## src/rtl/evstat_pkg.sv

```systemverilog
package evstat_pkg;
  typedef enum logic [1:0] {SEL_NONE, SEL_CTRL, SEL_LO, SEL_HI} rd_sel_e;
endpackage

```

## src/rtl/evstat_ctrl.sv

```systemverilog
module evstat_ctrl #(
  parameter int ADDR_W    = 16,
  parameter int BUS_W     = 16,
  parameter int CTRL_ADDR = 0,
  parameter int CLR_BIT   = 7,
  parameter int FRZ_BIT   = 8
) (
  input  logic             clk,
  input  logic             rst,
  input  logic             wr,
  input  logic [ADDR_W-1:0] addr,
  input  logic [BUS_W-1:0] wdata,
  output logic [BUS_W-1:0] ctrl_word,
  output logic             clr,
  output logic             frz
);
  localparam logic [ADDR_W-1:0] CTRL_A = ADDR_W'(CTRL_ADDR);
  localparam logic [BUS_W-1:0]  KEEP   = (BUS_W'(1) << CLR_BIT) | (BUS_W'(1) << FRZ_BIT);

  logic hit;
  assign hit = wr && (addr == CTRL_A);

  always_ff @(posedge clk) begin
    if (rst)      ctrl_word <= '0;
    else if (hit) ctrl_word <= wdata & KEEP;
  end

  assign clr = ctrl_word[CLR_BIT];
  assign frz = ctrl_word[FRZ_BIT];


  ctrl_hold_chk: assert property (@(posedge clk) disable iff (rst)
    !hit |=> $stable(ctrl_word));
endmodule

```

## src/rtl/evstat_counter.sv

```systemverilog
module evstat_counter #(
  parameter int CNT_W = 32
) (
  input  logic             clk,
  input  logic             rst,
  input  logic             ev,
  input  logic             clr,
  input  logic             frz,
  output logic [CNT_W-1:0] cnt
);
  always_ff @(posedge clk) begin
    if (rst || clr)      cnt <= '0;
    else if (ev && !frz) cnt <= cnt + 1'b1;
  end


  clr_zero_chk: assert property (@(posedge clk) disable iff (rst)
    clr |=> (cnt == '0));

  frz_stable_chk: assert property (@(posedge clk) disable iff (rst)
    (frz && !clr) |=> $stable(cnt));

  idle_stable_chk: assert property (@(posedge clk) disable iff (rst)
    (!ev && !clr) |=> $stable(cnt));
endmodule

```

## src/rtl/evstat_rdmux.sv

```systemverilog
module evstat_rdmux
  import evstat_pkg::*;
#(
  parameter int ADDR_W    = 16,
  parameter int BUS_W     = 16,
  parameter int CNT_W     = 32,
  parameter int N_SLOTS   = 16,
  parameter int BASE_ADDR = 'h80,
  parameter int CTRL_ADDR = 0
) (
  input  logic                           clk,
  input  logic                           rst,
  input  logic                           rd,
  input  logic [ADDR_W-1:0]              addr,
  input  logic [BUS_W-1:0]               ctrl_word,
  input  logic [N_SLOTS-1:0][CNT_W-1:0]  cnts,
  output logic [BUS_W-1:0]               rdata
);
  localparam int HI_W  = CNT_W - BUS_W;
  localparam int IDX_W = $clog2(N_SLOTS);
  localparam logic [ADDR_W-1:0] BASE_A = ADDR_W'(BASE_ADDR);
  localparam logic [ADDR_W-1:0] END_A  = ADDR_W'(BASE_ADDR + 2 * N_SLOTS);
  localparam logic [ADDR_W-1:0] CTRL_A = ADDR_W'(CTRL_ADDR);

  rd_sel_e           sel;
  logic [ADDR_W-1:0] offs;
  logic [IDX_W-1:0]  idx;
  logic [HI_W-1:0]   shadow;
  logic [IDX_W-1:0]  sh_idx;
  logic              sh_ok;

  always_comb begin
    offs = addr - BASE_A;
    idx  = offs[IDX_W:1];
    if (addr == CTRL_A)                      sel = SEL_CTRL;
    else if (addr >= BASE_A && addr < END_A) sel = offs[0] ? SEL_HI : SEL_LO;
    else                                     sel = SEL_NONE;
  end

  always_ff @(posedge clk) begin
    if (rst) begin
      rdata  <= '0;
      shadow <= '0;
      sh_idx <= '0;
      sh_ok  <= 1'b0;
    end else if (rd) begin
      case (sel)
        SEL_CTRL: rdata <= ctrl_word;
        SEL_LO: begin
          rdata  <= cnts[idx][BUS_W-1:0];
          shadow <= cnts[idx][CNT_W-1:BUS_W];
          sh_idx <= idx;
          sh_ok  <= 1'b1;
        end
        SEL_HI: begin
          rdata <= (sh_ok && sh_idx == idx) ? BUS_W'(shadow)
                                            : BUS_W'(cnts[idx][CNT_W-1:BUS_W]);
          sh_ok <= 1'b0;
        end
        default: rdata <= '0;
      endcase
    end
  end


  rd_hold_chk: assert property (@(posedge clk) disable iff (rst)
    !rd |=> $stable(rdata));

  unmapped_zero_chk: assert property (@(posedge clk) disable iff (rst)
    (rd && sel == SEL_NONE) |=> (rdata == '0));
endmodule

```

## src/rtl/evstat_bank.sv

```systemverilog
module evstat_bank #(
  parameter int N_SLOTS   = 16,
  parameter int N_EVENTS  = 14,
  parameter int CNT_W     = 32,
  parameter int BUS_W     = 16,
  parameter int ADDR_W    = 16,
  parameter int BASE_ADDR = 'h80,
  parameter int CTRL_ADDR = 0,
  parameter int CLR_BIT   = 7,
  parameter int FRZ_BIT   = 8
) (
  input  logic                clk,
  input  logic                rst,
  input  logic [N_EVENTS-1:0] ev_strobe,
  input  logic [ADDR_W-1:0]   reg_addr,
  input  logic                reg_wr,
  input  logic [BUS_W-1:0]    reg_wdata,
  input  logic                reg_rd,
  output logic [BUS_W-1:0]    reg_rdata
);
  logic [BUS_W-1:0]              ctrl_word;
  logic                          clr, frz;
  logic [N_SLOTS-1:0][CNT_W-1:0] cnts;

  evstat_ctrl #(.ADDR_W(ADDR_W), .BUS_W(BUS_W), .CTRL_ADDR(CTRL_ADDR),
                .CLR_BIT(CLR_BIT), .FRZ_BIT(FRZ_BIT)) ctrl_i (
    .clk(clk), .rst(rst), .wr(reg_wr), .addr(reg_addr), .wdata(reg_wdata),
    .ctrl_word(ctrl_word), .clr(clr), .frz(frz));

  for (genvar g = 0; g < N_SLOTS; g++) begin : g_slot
    if (g < N_EVENTS) begin : g_cnt
      evstat_counter #(.CNT_W(CNT_W)) cnt_i (
        .clk(clk), .rst(rst), .ev(ev_strobe[g]), .clr(clr), .frz(frz),
        .cnt(cnts[g]));
    end else begin : g_empty
      assign cnts[g] = '0;
    end
  end

  evstat_rdmux #(.ADDR_W(ADDR_W), .BUS_W(BUS_W), .CNT_W(CNT_W),
                 .N_SLOTS(N_SLOTS), .BASE_ADDR(BASE_ADDR),
                 .CTRL_ADDR(CTRL_ADDR)) rdmux_i (
    .clk(clk), .rst(rst), .rd(reg_rd), .addr(reg_addr),
    .ctrl_word(ctrl_word), .cnts(cnts), .rdata(reg_rdata));


  empty_zero_chk: assert property (@(posedge clk) disable iff (rst)
    (cnts[N_SLOTS-1] == '0));
endmodule

```

## config.mk

```make
export PLATFORM = sky130hd
export DESIGN_NAME = evstat_bank
export DESIGN_NICKNAME = d
export VERILOG_FILES = /design/src/rtl/evstat_pkg.sv /design/src/rtl/evstat_ctrl.sv /design/src/rtl/evstat_counter.sv /design/src/rtl/evstat_rdmux.sv /design/src/rtl/evstat_bank.sv
export SDC_FILE = /design/constraint.sdc
export NUM_CORES = 1
export LEC_CHECK = 0
export BUFFER_PORTS_ARGS = -buffer_cell sky130_fd_sc_hd__buf_2
export CAP_MARGIN = 20
export CELL_PAD_IN_SITES_DETAIL_PLACEMENT = 1
export CELL_PAD_IN_SITES_GLOBAL_PLACEMENT = 1
export CORE_MARGIN = 1
export CORE_UTILIZATION = 49
export CTS_CLUSTER_DIAMETER = 80
export DETAILED_ROUTE_END_ITERATION = 12
export GPL_ROUTABILITY_DRIVEN = 0
export HOLD_SLACK_MARGIN = 0.12
export PLACE_DENSITY_LB_ADDON = 0.1
export SLEW_MARGIN = 20
export SYNTH_ARGS = -nofsm -noshare
export SYNTH_HDL_FRONTEND = slang
export SYNTH_SLANG_ARGS = --single-unit
```

## constraint.sdc

```tcl
create_clock -name clk -period 3.02 [get_ports clk]
set_input_delay 0.604 -clock clk [delete_from_list [all_inputs] [get_ports clk]]
set_output_delay 0.604 -clock clk [all_outputs]
set_load 0.1 [all_outputs]
```

== After elaboration in Yosys (flattened, before gate mapping) ==
Cells that the tools add are included.
W data, S select, Z words.
Storage, ports and cells
  register bits after elaboration: 487
  input port bits: 50
  output and inout port bits: 16
  word-level logic and storage cells: 72
Cells by class
  add/subtract/negate cells: 15
  magnitude comparators: 3
  equality and inequality tests: 4
  muxes and demuxes: 8
  reductions and logical operators: 23
Operators with widths (number)
  $add A32 B1 Y32 const B: 14
  $bmux W32 S4: 1
  $pmux W16 S3: 1
  $mux W32: 1
  $logic_and A1 B1 Y1: 17
  $ge A16 B8 Y1 const B: 1
  $logic_not A16 Y1: 1
  $lt A16 B8 Y1 const B: 1
  $mux W16: 1
  $lt A4 B5 Y1 const B: 1
  $sub A5 B1 Y5 const B: 1
  $eq A2 B2 Y1 const B: 2
  $eq A4 B4 Y1: 1
  $mux W2: 2
  $reduce_and A2 Y1: 2
  $eq A2 B1 Y1 const B: 1
  $pmux W1 S2: 1
  $reduce_bool A2 Y1: 1
  $logic_not A1 Y1: 1
  $logic_or A1 B1 Y1: 1
  $mux W1: 1

== Depth between registers and ports, before layout ==
  word-level depth: 7
  gate-level depth with buffers: 9

== Modules after synthesis ==
From an unflattened synthesis, not the netlist that was laid out.
Unflattened totals
  cell total of the unflattened synthesis: 3193
  area total of the unflattened synthesis: 28387.2 um2
Modules (own cells, without submodules)
  evstat_counter: times used 14, cells an instance 187, area an instance 1584.0 um2, seq. area each 640.6 um2
  evstat_rdmux: times used 1, cells an instance 543, area an instance 5945.7 um2, seq. area each 740.7 um2
  evstat_ctrl: times used 1, cells an instance 31, area an instance 261.5 um2, seq. area each 40.0 um2
  evstat_bank: times used 1, cells an instance 1, area an instance 3.8 um2, seq. area each 0.0 um2

== Least setup slack after synthesis ==
No wires, ideal clock.
  path kind: input port to flip-flop
  from: input reg_addr[3]
  to: register rdmux_i.rdata[15]
  setup time: 0.127 ns
  data arrival time: 2.231 ns
  data required time: 2.893 ns
  path slack: 0.662 ns
  stages on the path: 8
  path buffers: 3
  cell sequence: buf_2 buf_4 buf_2 mux2_2 a221oi_1 nor4_1 o31ai_1 nand3_1
Between the ends
  cells in the longest elaborated chain, start to end: 6
  elaborated cells between the ends (all ways): 16
  classes of those cells: add/sub: 1; order compare: 2; eq/ne: 4; mux: 6; reduce/logical: 3
RTL lines
  start, declared: line evstat_bank.sv:15  | input logic [ADDR_W-1:0] reg_addr,
  $ge A16 B8 Y1 / $lt A16 B8 Y1 (equally long branches): line evstat_rdmux.sv:36  | else if (addr >= BASE_A && addr < END_A) sel = offs[0] ? SEL_HI : SEL_LO;
  $logic_and A1 B1 Y1: line evstat_rdmux.sv:36
  $mux W2: line evstat_rdmux.sv:36
  $mux W2: line evstat_rdmux.sv:35  | if (addr == CTRL_A) sel = SEL_CTRL;
  $eq A2 B2 Y1 / $eq A2 B1 Y1 (equally long branches): line evstat_rdmux.sv:47  | case (sel)
  $pmux W16 S3 *: line evstat_rdmux.sv:47
  end signal, assigned: line evstat_rdmux.sv:48  | SEL_CTRL: rdata <= ctrl_word;
  end signal, assigned: line evstat_rdmux.sv:50  | rdata <= cnts[idx][BUS_W-1:0];
  end signal, assigned: line evstat_rdmux.sv:56  | rdata <= (sh_ok && sh_idx == idx) ? BUS_W'(shadow)
  end, declared: line evstat_rdmux.sv:17  | output logic [BUS_W-1:0] rdata
Every way passes the cells marked *; elsewhere a longest branch is shown, timed or not. The select of a mux whose other input is x is not followed.
A chain may end at the register's enable or synchronous reset.

== Worst setup path in the final report ==
  from: register g_slot[9].g_cnt.cnt_i.cnt[14]
  to: register g_slot[9].g_cnt.cnt_i.cnt[31]
Between the ends
  cells in the longest elaborated chain, start to end: 1
RTL lines
  start, declared: line evstat_counter.sv:9  | output logic [CNT_W-1:0] cnt
  start signal, assigned: line evstat_counter.sv:13  | else if (ev && !frz) cnt <= cnt + 1'b1;
  $add A32 B1 Y32: line evstat_counter.sv:13
No other way between the ends.

==> results.yml <==
route:
  wl_per_cell_um: 23.34
  drtPass1Iterations: 7
  ant_nets: 0
  wl_met3_mm: 3.354
  drcViolationCount: 0
  topRoutingLayerUsed: "met5"
  drt-vias-per-instance: 6.131
  via_count: 22560
  drtIter0Drc: 1498
  drt_wl_total_mm: 85.87
  wl_met1_mm: 33.83
  wl_met2_mm: 43.40
floorplanning:
  dieArea_um2: 52700
  initial_core_util_pct: 49.57
  core_area_um2: 51200
  pin_count: 66
  die_w_um: 229.6
  num_rows: 83
  die_y_um: 229.6
placement:
  dp_slack_ps: 215.9
  place_hpwl_mm: 64.07
  place_area_um2: 26790
  port_buffers: 51
yosys:
  synth_cell_type_count: 65
  synth_cells: 2900
  yosysSeqAreaShare_pct: 38.42
  syn_area_um2: 25380
  synthArstFlopShare_pct: 0
  avgSynthCellArea_um2: 8.751
  synth_edf_count: 0
  synth_seq_cells: 487
  yosys_most_used_dff: "dfxtp_1"
  ys_warn_count: 0
  synth.net_count: 2964
timing:
  rsz0062_at_grt: "false"
  hold_viol_final: 0
  period_needed_ps: 2662
  slew_violations: 0
  whs_ps: 232.1
  fin_skew_ps: 25.11
  period_share_pct: 88.15
  fmax_ghz: 0.3756
  finalSetupViolations: 0
  worst_slew_pin_slew_ps: 1032
  post-route-worst-setup-slack_ps: 357.7
  relSlewSlack_pct: 30.95
  finalSetupTns_ps: 0
cells_and_area:
  mostFrequentLayoutCells: "487 x dfxtp_1, 429 x nor2_1, 235 x xnor2_1"
  layout-drive-gt1-share_pct: 13.00
  area_growth_pct: 13.48
  final_util_pct: 56.25
  layout_commonest_cell: "dfxtp_1"
  regArea_um2: 9749
  design_area_um2: 28800
  nets: 3021
  multi_input_area_um2: 14710
  diodes: 0
  fill_cells: 5886
critical_path:
  crit_arrival_ps: 3190
  path_buf_inv: 0
  path_class: "flip-flop to flip-flop"
  cpPeakStageDelay_ps: 780
  cp_max_fo: 11
  required_ps: 3550
  end_kind: "flip-flop"
  critical-path-slowest-cell: "or4_1"
  path_cells: "nand4_1 > or4_1 > nor3_2 > or3b_1 > mux2i_1"
  cp-start-kind: "flip-flop"
  critPathTopFamily: "simple AND/OR/NAND/NOR gates"
power:
  vdd_drop_max_v: 0.0004481
  power_density_nw_per_um2: 510.3
  pwr-share-comb_pct: 4.6
  clockPowerShare_pct: 51.1
  internal_power_w: 0.01140
  seqPwrFrac_pct: 44.4
  p_leak_nw: 9.557
  switching_share_pct: 22.44
  p_sw_w: 0.003298
cts:
  hold_buffers: 0
  clock_latency_ps: 620
  cts_buffers: 55
  clock-sinks: 487
  postCtsSetupBuffers: 0
  clk_pin_slew_worst_paths_ps: 60
  cts_resized: 0
  cts_tree: "done"
  htreeDepth: 2
  cts_buffer_depth: 3
  cts-root-buf: "clkbuf_16"
global_route:
  overflow: 0
  grt_pass1_wl_mm: 133.7
  grt.total_usage_pct: 32.47
  antenna_found_initial: 1
  grt_max_degree: 100
  first_global_vias: 23280
run:
  max-cap-violations: 0
min_path:
  hold_class: "primary input to flip-flop"
outcome:
  outcome: "finished, final reports clean"
==> synth_stat cells, types with 12 or more instances <==
cell type  instances  area, um2
o21ai_0           72      360.4
o211ai_1          12      90.09
xnor2_1          235       2058
nor3_1            83      415.4
a21oi_1           97      485.5
nand3_1          129      645.6
buf_2             27      135.1
mux2i_1           57      570.6
a22oi_1           14      105.1
and3_1            41      256.5
nand4_1          124      775.7
mux2_2            46      518.0
nor2b_1           20      125.1
or3_1             62      387.9
a221oi_1          17      148.9
mux4_2            81       1824
o22ai_1           14      87.58
or4_1             14      105.1
dfxtp_1          487       9749
nand2_1          212      795.8
clkbuf_1         115      431.7
nor4_1           100      625.6
ha_1              14      175.2
and2_1            32      200.2
a32oi_1           12      105.1
inv_1             75      281.5
xor2_1           123       1077
a31oi_1           14      87.58
nor2_1           429       1610
and4_1            48      420.4
==> kinds of logic after synthesis <==
kind of cell / count (synthesis) / synth area share (%)
adder cells (fa/ha/maj): 14 / 0.6903
flip-flops: 487 / 38.42
XOR/XNOR: 358 / 12.36
AO/OA/AOI/OAI: 281 / 6.725
AND/OR/NAND/NOR: 1343 / 26.68
buffers and inverters: 233 / 3.653
multiplexers: 184 / 11.48
==> sequential cells by signal (all words and copies together), names as in the netlist <==
signal / count
ctrl_i.ctrl_word: 2
g_slot.g_cnt.cnt_i.cnt: 448
rdmux_i.rdata: 16
rdmux_i.sh_idx: 4
rdmux_i.sh_ok: 1
rdmux_i.shadow: 16
==> layout make-up <==
class,instances,area share [%]
Multi-Input combinational cell,2180,51.08
Sequential cell,487,33.85
Clock buffer,78,5.539
Clock inverter,22,1.447
Inverter,77,1.004
Timing Repair Buffer,156,4.127
Tap cell,680,2.954
==> path summary, 6_finish.rpt <==
| kind | startpoint | endpoint | slack, ps | cells past startpoint |
|---|---|---|---|---|
| min reg2reg | rdmux_i.shadow[11]$_SDFFE_PP0P_ | rdmux_i.shadow[11]$_SDFFE_PP0P_ | 450 | 2 |
| max reg2reg | g_slot[9].g_cnt.cnt_i.cnt[14]$_SDFFE_PP0P_ | g_slot[9].g_cnt.cnt_i.cnt[31]$_SDFFE_PP0P_ | 360 | 5 |
| min | reg_wdata[8] | ctrl_i.ctrl_word[8]$_SDFFE_PP0P_ | 230 | 3 |
| max | g_slot[9].g_cnt.cnt_i.cnt[14]$_SDFFE_PP0P_ | g_slot[9].g_cnt.cnt_i.cnt[31]$_SDFFE_PP0P_ | 360 | 5 |
==> layer usage <==
layer	up-vias	GRT usage, %
met3	196	3.212
met1	11370	37.67
met2	532	57.72
met4	2	19.31
li1	10460	-
met5	-	0
==> per-stage QoR <==
stage	instances	power [W]
after floorplan	2900	0.007062
after global placement	3580	0.007293
after detailed placement	3580	0.007322
after CTS	3680	0.01478
after global routing	3680	0.01510
final	3680	0.01470
==> worst min-delay path, delay by kind of cell <==
| kind | cells | cell delay [ps] |
|---|---|---|
| buffers and inverters | 1 | 80 |
| AND/OR/NAND/NOR | 1 | 70 |
| multiplexers | 1 | 50 |
==> power groups by stage <==
stage	Clock (W)	Sequential (W)	Combinational (W)
floorplan	0	0.00664	0.000421
global placement	0	0.00666	0.000636
detailed placement	0	0.00666	0.000660
CTS	0.00760	0.00652	0.000665
global route	0.00786	0.00652	0.000717
finish	0.00751	0.00652	0.000670
Power figures use the tool's default switching activity.
